[src/rtl/rfm_pkg.sv]
`timescale 1ns/1ps
package rfm_pkg;
  localparam int N_THR = 5;
  localparam int FLT_W = 8;
  localparam int N_MAG = 4;

  typedef enum logic [2:0] {
    THR_LOS = 3'd0,
    THR_OVR = 3'd1,
    THR_MM  = 3'd2,
    THR_TRK = 3'd3,
    THR_PH  = 3'd4
  } thr_sel_e;

  localparam int B_CLIP  = 0;
  localparam int B_LOS_S = 1;
  localparam int B_LOS_C = 2;
  localparam int B_OVR_S = 3;
  localparam int B_OVR_C = 4;
  localparam int B_MM    = 5;
  localparam int B_TRK   = 6;
  localparam int B_PH    = 7;
endpackage

[src/rtl/rfm_mag.sv]
`timescale 1ns/1ps
module rfm_mag #(
  parameter int W = 12
) (
  input  logic [W-1:0] x_i,
  output logic [W-1:0] mag_o
);
  localparam logic [W-1:0] ONE = {{(W-1){1'b0}}, 1'b1};
  logic [W-1:0] neg;
  assign neg   = ~x_i + ONE;
  assign mag_o = x_i[W-1] ? neg : x_i;
endmodule

[src/rtl/rfm_thr_regs.sv]
`timescale 1ns/1ps
module rfm_thr_regs
  import rfm_pkg::*;
#(
  parameter int W = 12
) (
  input  logic         clk_i,
  input  logic         rst_ni,
  input  logic         we_i,
  input  logic [2:0]   addr_i,
  input  logic [W-1:0] data_i,
  output logic [W-1:0] thr_o [N_THR]
);
  localparam logic [W-1:0] MID = {1'b1, {(W-1){1'b0}}};

  for (genvar g = 0; g < N_THR; g++) begin : g_thr
    logic [W-1:0] thr_q;
    always_ff @(posedge clk_i or negedge rst_ni) begin
      if (!rst_ni)                        thr_q <= MID;
      else if (we_i && addr_i == 3'(g))   thr_q <= data_i;
    end
    assign thr_o[g] = thr_q;
  end
endmodule

[src/rtl/rfm_compare.sv]
`timescale 1ns/1ps
module rfm_compare
  import rfm_pkg::*;
#(
  parameter int W = 12
) (
  input  logic             clk_i,
  input  logic             rst_ni,
  input  logic [W-1:0]     sin_i,
  input  logic [W-1:0]     cos_i,
  input  logic [W-1:0]     trk_i,
  input  logic [W-1:0]     ph_i,
  input  logic [W-1:0]     thr_i [N_THR],
  output logic [FLT_W-1:0] live_o
);
  localparam logic [W-1:0] POS_RAIL = {1'b0, {(W-1){1'b1}}};
  localparam logic [W-1:0] NEG_RAIL = {1'b1, {(W-1){1'b0}}};

  logic [W-1:0] raw [N_MAG];
  logic [W-1:0] mag [N_MAG];
  assign raw[0] = sin_i;
  assign raw[1] = cos_i;
  assign raw[2] = trk_i;
  assign raw[3] = ph_i;

  for (genvar g = 0; g < N_MAG; g++) begin : g_mag
    rfm_mag #(.W(W)) u_mag (.x_i(raw[g]), .mag_o(mag[g]));
  end

  logic [W-1:0]     diff;
  logic             sin_rail, cos_rail;
  logic [FLT_W-1:0] flags;

  assign diff     = (mag[0] >= mag[1]) ? (mag[0] - mag[1]) : (mag[1] - mag[0]);
  assign sin_rail = (sin_i == POS_RAIL) || (sin_i == NEG_RAIL);
  assign cos_rail = (cos_i == POS_RAIL) || (cos_i == NEG_RAIL);

  always_comb begin
    flags          = '0;
    flags[B_CLIP]  = sin_rail | cos_rail;
    flags[B_LOS_S] = mag[0] < thr_i[THR_LOS];
    flags[B_LOS_C] = mag[1] < thr_i[THR_LOS];
    flags[B_OVR_S] = mag[0] > thr_i[THR_OVR];
    flags[B_OVR_C] = mag[1] > thr_i[THR_OVR];
    flags[B_MM]    = diff   > thr_i[THR_MM];
    flags[B_TRK]   = mag[2] > thr_i[THR_TRK];
    flags[B_PH]    = mag[3] > thr_i[THR_PH];
  end

  always_ff @(posedge clk_i or negedge rst_ni) begin
    if (!rst_ni) live_o <= '0;
    else         live_o <= flags;
  end
endmodule

[src/rtl/rfm_fault_reg.sv]
`timescale 1ns/1ps
module rfm_fault_reg
  import rfm_pkg::*;
(
  input  logic             clk_i,
  input  logic             rst_ni,
  input  logic [FLT_W-1:0] live_i,
  input  logic             sample_i,
  input  logic             rd_i,
  output logic [FLT_W-1:0] fault_o
);
  logic             sample_q;
  logic [FLT_W-1:0] hold_q, fault_q;
  logic             fall;

  assign fall = sample_q & ~sample_i;

  always_ff @(posedge clk_i or negedge rst_ni) begin
    if (!rst_ni) begin
      sample_q <= 1'b0;
      hold_q   <= '0;
      fault_q  <= '0;
    end else begin
      sample_q <= sample_i;
      // read restarts collection from the flags live now
      hold_q   <= rd_i ? live_i : (hold_q | live_i);
      if (fall) fault_q <= hold_q | live_i;
    end
  end

  assign fault_o = fault_q;
endmodule

[src/rtl/resolver_fault_mon.sv]
`timescale 1ns/1ps
module resolver_fault_mon
  import rfm_pkg::*;
#(
  parameter int W = 12
) (
  input  logic         clk_i,
  input  logic         rst_ni,
  input  logic [W-1:0] sin_i,
  input  logic [W-1:0] cos_i,
  input  logic [W-1:0] trk_err_i,
  input  logic [W-1:0] ph_err_i,
  input  logic         cfg_we_i,
  input  logic [2:0]   cfg_addr_i,
  input  logic [W-1:0] cfg_data_i,
  input  logic         sample_i,
  input  logic         fault_rd_i,
  output logic         sig_degraded_no,
  output logic         track_lost_no,
  output logic [7:0]   fault_o
);
  logic [W-1:0]     thr [N_THR];
  logic [FLT_W-1:0] live;
  logic [W-1:0]     thr_ovr, thr_trk;

  rfm_thr_regs #(.W(W)) u_thr (
    .clk_i, .rst_ni,
    .we_i(cfg_we_i), .addr_i(cfg_addr_i), .data_i(cfg_data_i),
    .thr_o(thr)
  );

  rfm_compare #(.W(W)) u_cmp (
    .clk_i, .rst_ni,
    .sin_i, .cos_i, .trk_i(trk_err_i), .ph_i(ph_err_i),
    .thr_i(thr), .live_o(live)
  );

  rfm_fault_reg u_freg (
    .clk_i, .rst_ni,
    .live_i(live), .sample_i, .rd_i(fault_rd_i),
    .fault_o
  );

  assign thr_ovr         = thr[THR_OVR];
  assign thr_trk         = thr[THR_TRK];
  assign sig_degraded_no = ~(live[B_OVR_S] | live[B_OVR_C] | live[B_MM]);
  assign track_lost_no   = ~live[B_TRK];
endmodule

[config.mk]
export PLATFORM = sky130hd
export DESIGN_NAME = resolver_fault_mon
export DESIGN_NICKNAME = d
export VERILOG_FILES = /design/src/rtl/rfm_pkg.sv /design/src/rtl/rfm_mag.sv /design/src/rtl/rfm_thr_regs.sv /design/src/rtl/rfm_compare.sv /design/src/rtl/rfm_fault_reg.sv /design/src/rtl/resolver_fault_mon.sv
export SDC_FILE = /design/constraint.sdc
export NUM_CORES = 1
export LEC_CHECK = 0
export BUFFER_PORTS_ARGS = -buffer_cell sky130_fd_sc_hd__buf_2
export CORE_MARGIN = 4
export CORE_UTILIZATION = 40
export DETAILED_ROUTE_END_ITERATION = 6
export GPL_TIMING_DRIVEN = 0
export SYNTH_ARGS = -nofsm -noshare
export SYNTH_HDL_FRONTEND = slang
export SYNTH_SLANG_ARGS = --single-unit
export TNS_END_PERCENT = 20
[constraint.sdc]
create_clock -name clk_i -period 2.39 [get_ports clk_i]
set_input_delay 0.3585 -clock clk_i [delete_from_list [all_inputs] [get_ports clk_i]]
set_output_delay 0.3585 -clock clk_i [all_outputs]
set_load 0.02 [all_outputs]
==> impl_metrics.toml <==
[status]
outcome = "finished, violations left"
failed_checks = "negative hold slack, negative setup slack"

[drt]
drt_pass1_iterations = 5
vias = 5631
route.detailed.drc = 0
wl_per_cell_um = 15.17
via_per_inst = 5.119
drt_iter0_markers = 311
drt-total-wl_um = 16690
ant_nets = 0

[timing]
fin_crit_ns = 4.588
worst_slack_ns = -2.198
fin_crit_sh_pct = 192.0
tns_ns = -3.139
grt_setup_unrepaired = "true"
setup_viol = 5
tightest_slew_ns = 1.040
fin_hold_ws_ns = -0.01092
max_freq_mhz = 218.0
finalHoldViolations = 10
finalMaxSlewViolations = 0
clock_skew_ns = 0.006406
slew_headroom_pct = 30.53

[power]
p_clk_share_pct = 23.5
switching_share_pct = 36.27
cellLeakagePower_nw = 4.112
seq_power_share_pct = 31.8
internal-power_w = 0.003870
peakVddDrop_mv = 0.4687
power_switching_w = 0.002202
power_density_nw_per_um2 = 725.4
combPwrFrac_pct = 44.8

[worst_setup_path]
worstSetupPathType = "in2reg"
worstSetupEndpointType = "flip-flop"
slowest_stage = "or4_4"
path_cells = "buf_12 -> clkinv_8 -> ha_4 -> or3b_4 -> or4_4 -> o21ai_4 -> xor2_2 -> ha_2 -> a21o_1 -> a211o_1 -> a2111oi_4 -> nor3_2 -> buf_6 -> buf_4 -> mux2i_2 -> xor2_1 -> ha_1 -> a21o_1 -> a21o_1 -> a2111oi_4 -> nor2_2"
critPathTopFamily = "compound AO/OA/AOI/OAI gates"
critical_path.max_fanout = 5
crit_path_frequent_cell = "a21o_1"
timing.rr.start = "u_thr.g_thr[0].thr_q[1]"
path_buf_inv = 4
cp.depth = 21
crit_arrival_ns = 4.81
r2r_slack_ns = 0.36
cp-startpoint = "cos_i[1]"
crit_end = "u_cmp.live_o[5]"
reg2reg_to = "u_cmp.live_o[2]"
crit_required_ns = 2.61
cp-start-kind = "input pin"
reg2reg_depth = 9
critical-path-max-stage-delay_ns = 0.57

[grt]
grt_pass1_wl_um = 27390
grt_max_degree = 49
antenna_found_initial = 0
overflow = 0
grt_pass1_vias = 5385
grtUsageTotal_pct = 17.03

[floorplan]
die_x_um = 139.4
die_height_um = 139.4
core_um2 = 16760
initial_core_util_pct = 41.20
dieArea_um2 = 19430
ios = 78
rows = 47

[cells_and_area]
final_common_cell = "ha_1"
stdcell_count = 1100
final_nets = 1054
diodes = 0
syn_to_final_growth_pct = 21.22
post-route-cell-area_um2 = 8371
final_cell_mix = "103 x ha_1, 87 x inv_1, 80 x dfrtp_1"
final_core_util_pct = 49.94
layout-drive-gt1-share_pct = 22.05

[cts]
htree_levels = 3
clk_path_buf_depth = 2
clkTransAtPathRegs_ns = 0.06
cts_buffers = 9
clock_latency_ns = 0.33
cts_sinks = 85
holdBufCountCts = 0
tritoncts = "built"
cts_root_buf = "clkbuf_16"

[synth]
synth_adder_area_share_pct = 20.62
syn_area_um2 = 6905
synth_compound_area_share_pct = 18.06
ys_top_cells_by_area = "dfrtp_1 29%, ha_1 20%, o21ai_0 5.7%, a21o_1 5.0%, inv_1 4.9%"
yosysUniqueCellTypes = 59
synthMuxAreaShare_pct = 4.222
yosysTopAreaCell = "dfrtp_1"
synth-edff-count = 0
synth-simple-area-share_pct = 13.72
synth_xor_area_share_pct = 6.450
synth_nets = 944
yosysTopAreaCellShare_pct = 28.99
yosys_warnings = 0
synth_area_per_cell_um2 = 9.027
async_reset_ff_share_pct = 100.0
synth-main-ff-cell = "dfrtp_1"
syn_inst = 765
synth_top_family_by_area = "adder cells"
synth-seq-cells = 85
yosysSeqAreaShare_pct = 30.89

[place]
dp.cells = 1063
pre_cts_ws_ns = -2.972
gp_congestion = 0.8475
portBuffers = 77
hpwl_um = 13180
dpl_cell_area_um2 = 7607

[min_path]
hp-class = "in2async"

[run]
maxCapViolations = 0
[synthesized netlist by cell type (3+ instances only)]
cell type    n
or3_1        8
ha_1       109
nand4_1     19
a211oi_1     4
nor2b_1      6
o21bai_1     3
clkbuf_1    15
nand2b_1    16
nor3_1      14
xnor2_1     33
mux2_2      16
nand2_1     79
xor2_1      11
o41ai_1      4
dfstp_2      5
mux2i_1     10
a21oi_1     26
inv_1       90
dfrtp_1     80
o21ai_0     79
a31oi_1      5
a21o_1      46
a2111oi_0    5
o31ai_1      7
nor2_1      26
nor4_1       7
[logic make-up (layout without fill, tap and decap cells)]
family,after synthesis,after routing
muxes,27,27
AOI/OAI and AO/OA,192,192
DFF,85,85
xor gates and xnor gates,47,47
adders and majority gates,113,113
buffers and inverters,109,224
and+or+nand+nor,192,192
[metal layers]
| metal | GRT usage [%] | part of all wire (%) | up-vias |
|---|---|---|---|
| met5 | 0 | 0 | - |
| met4 | 2.884 | 0.76 | 0 |
| met3 | 2.882 | 3.1 | 8 |
| li1 | - | - | 2896 |
| met1 | 25.71 | 50 | 2646 |
| met2 | 26.01 | 46 | 81 |
[stage by stage]
stage / total power (W) / hold WS (ns)
5_1_grt: 0.006568 / 0.02582
6_report: 0.006072 / -0.01092
2_1_floorplan: 0.003656 / 0.06291
3_3_place_gp: 0.004300 / 0.4410
3_5_place_dp: 0.004355 / 0.3681
4_1_cts: 0.005903 / 0.008301
[power by group through the flow]
| stage | registers, W | logic, W | clock network [W] |
|---|---|---|---|
| detailed placement | 0.00196 | 0.00240 | 0 |
| floorplan | 0.00196 | 0.00169 | 0 |
| global route | 0.00197 | 0.00309 | 0.00151 |
| finish | 0.00193 | 0.00272 | 0.00142 |
| global placement | 0.00195 | 0.00235 | 0 |
| CTS | 0.00193 | 0.00252 | 0.00145 |
[cell type report]
class | count | area, um2
Fill cell | 1592 | 8389
Multi-Input combinational cell | 571 | 4598
Sequential cell | 85 | 2133
Timing Repair Buffer | 101 | 618.1
Inverter | 92 | 370.4
Tap cell | 220 | 275.3
Clock buffer | 10 | 239.0
Clock inverter | 6 | 70.07
Buffer | 15 | 66.31
[flip-flops by register name, summed over array words and instances, names as in the netlist]
| signal | count |
|---|---|
| u_cmp.live_o | 8 |
| u_freg.fault_o | 8 |
| u_freg.sample_q | 1 |
| u_thr.g_thr.thr_q | 60 |
| u_freg.hold_q | 8 |
[repair_timing]
item                       4_1_cts  5_1_grt
hold endpoints to repair         0        0
pin swaps                       16       26
resized for setup               28       39
buffers inserted                11       12
setup endpoints to repair        5        7
[how the worst min path moves through the flow]
stage / to / startpoint
floorplan: u_cmp.live_o[0] / rst_ni
global placement: u_freg.hold_q[0] / u_cmp.live_o[0]
detailed placement: u_freg.fault_o[6] / rst_ni
CTS: u_freg.fault_o[6] / rst_ni
global route: u_freg.fault_o[6] / rst_ni
finish: u_freg.fault_o[6] / rst_ni
[worst reg2reg max path, stage by stage (launching register included)]
cell,delay (ns)
dfrtp_1,0.36
inv_1,0.10
ha_1,0.24
a21o_1,0.16
a21o_1,0.19
a211oi_1,0.25
o21bai_1,0.13
a31oi_1,0.23
o21ai_0,0.13
a31oi_1,0.17
(Power assumes the default switching activity.)
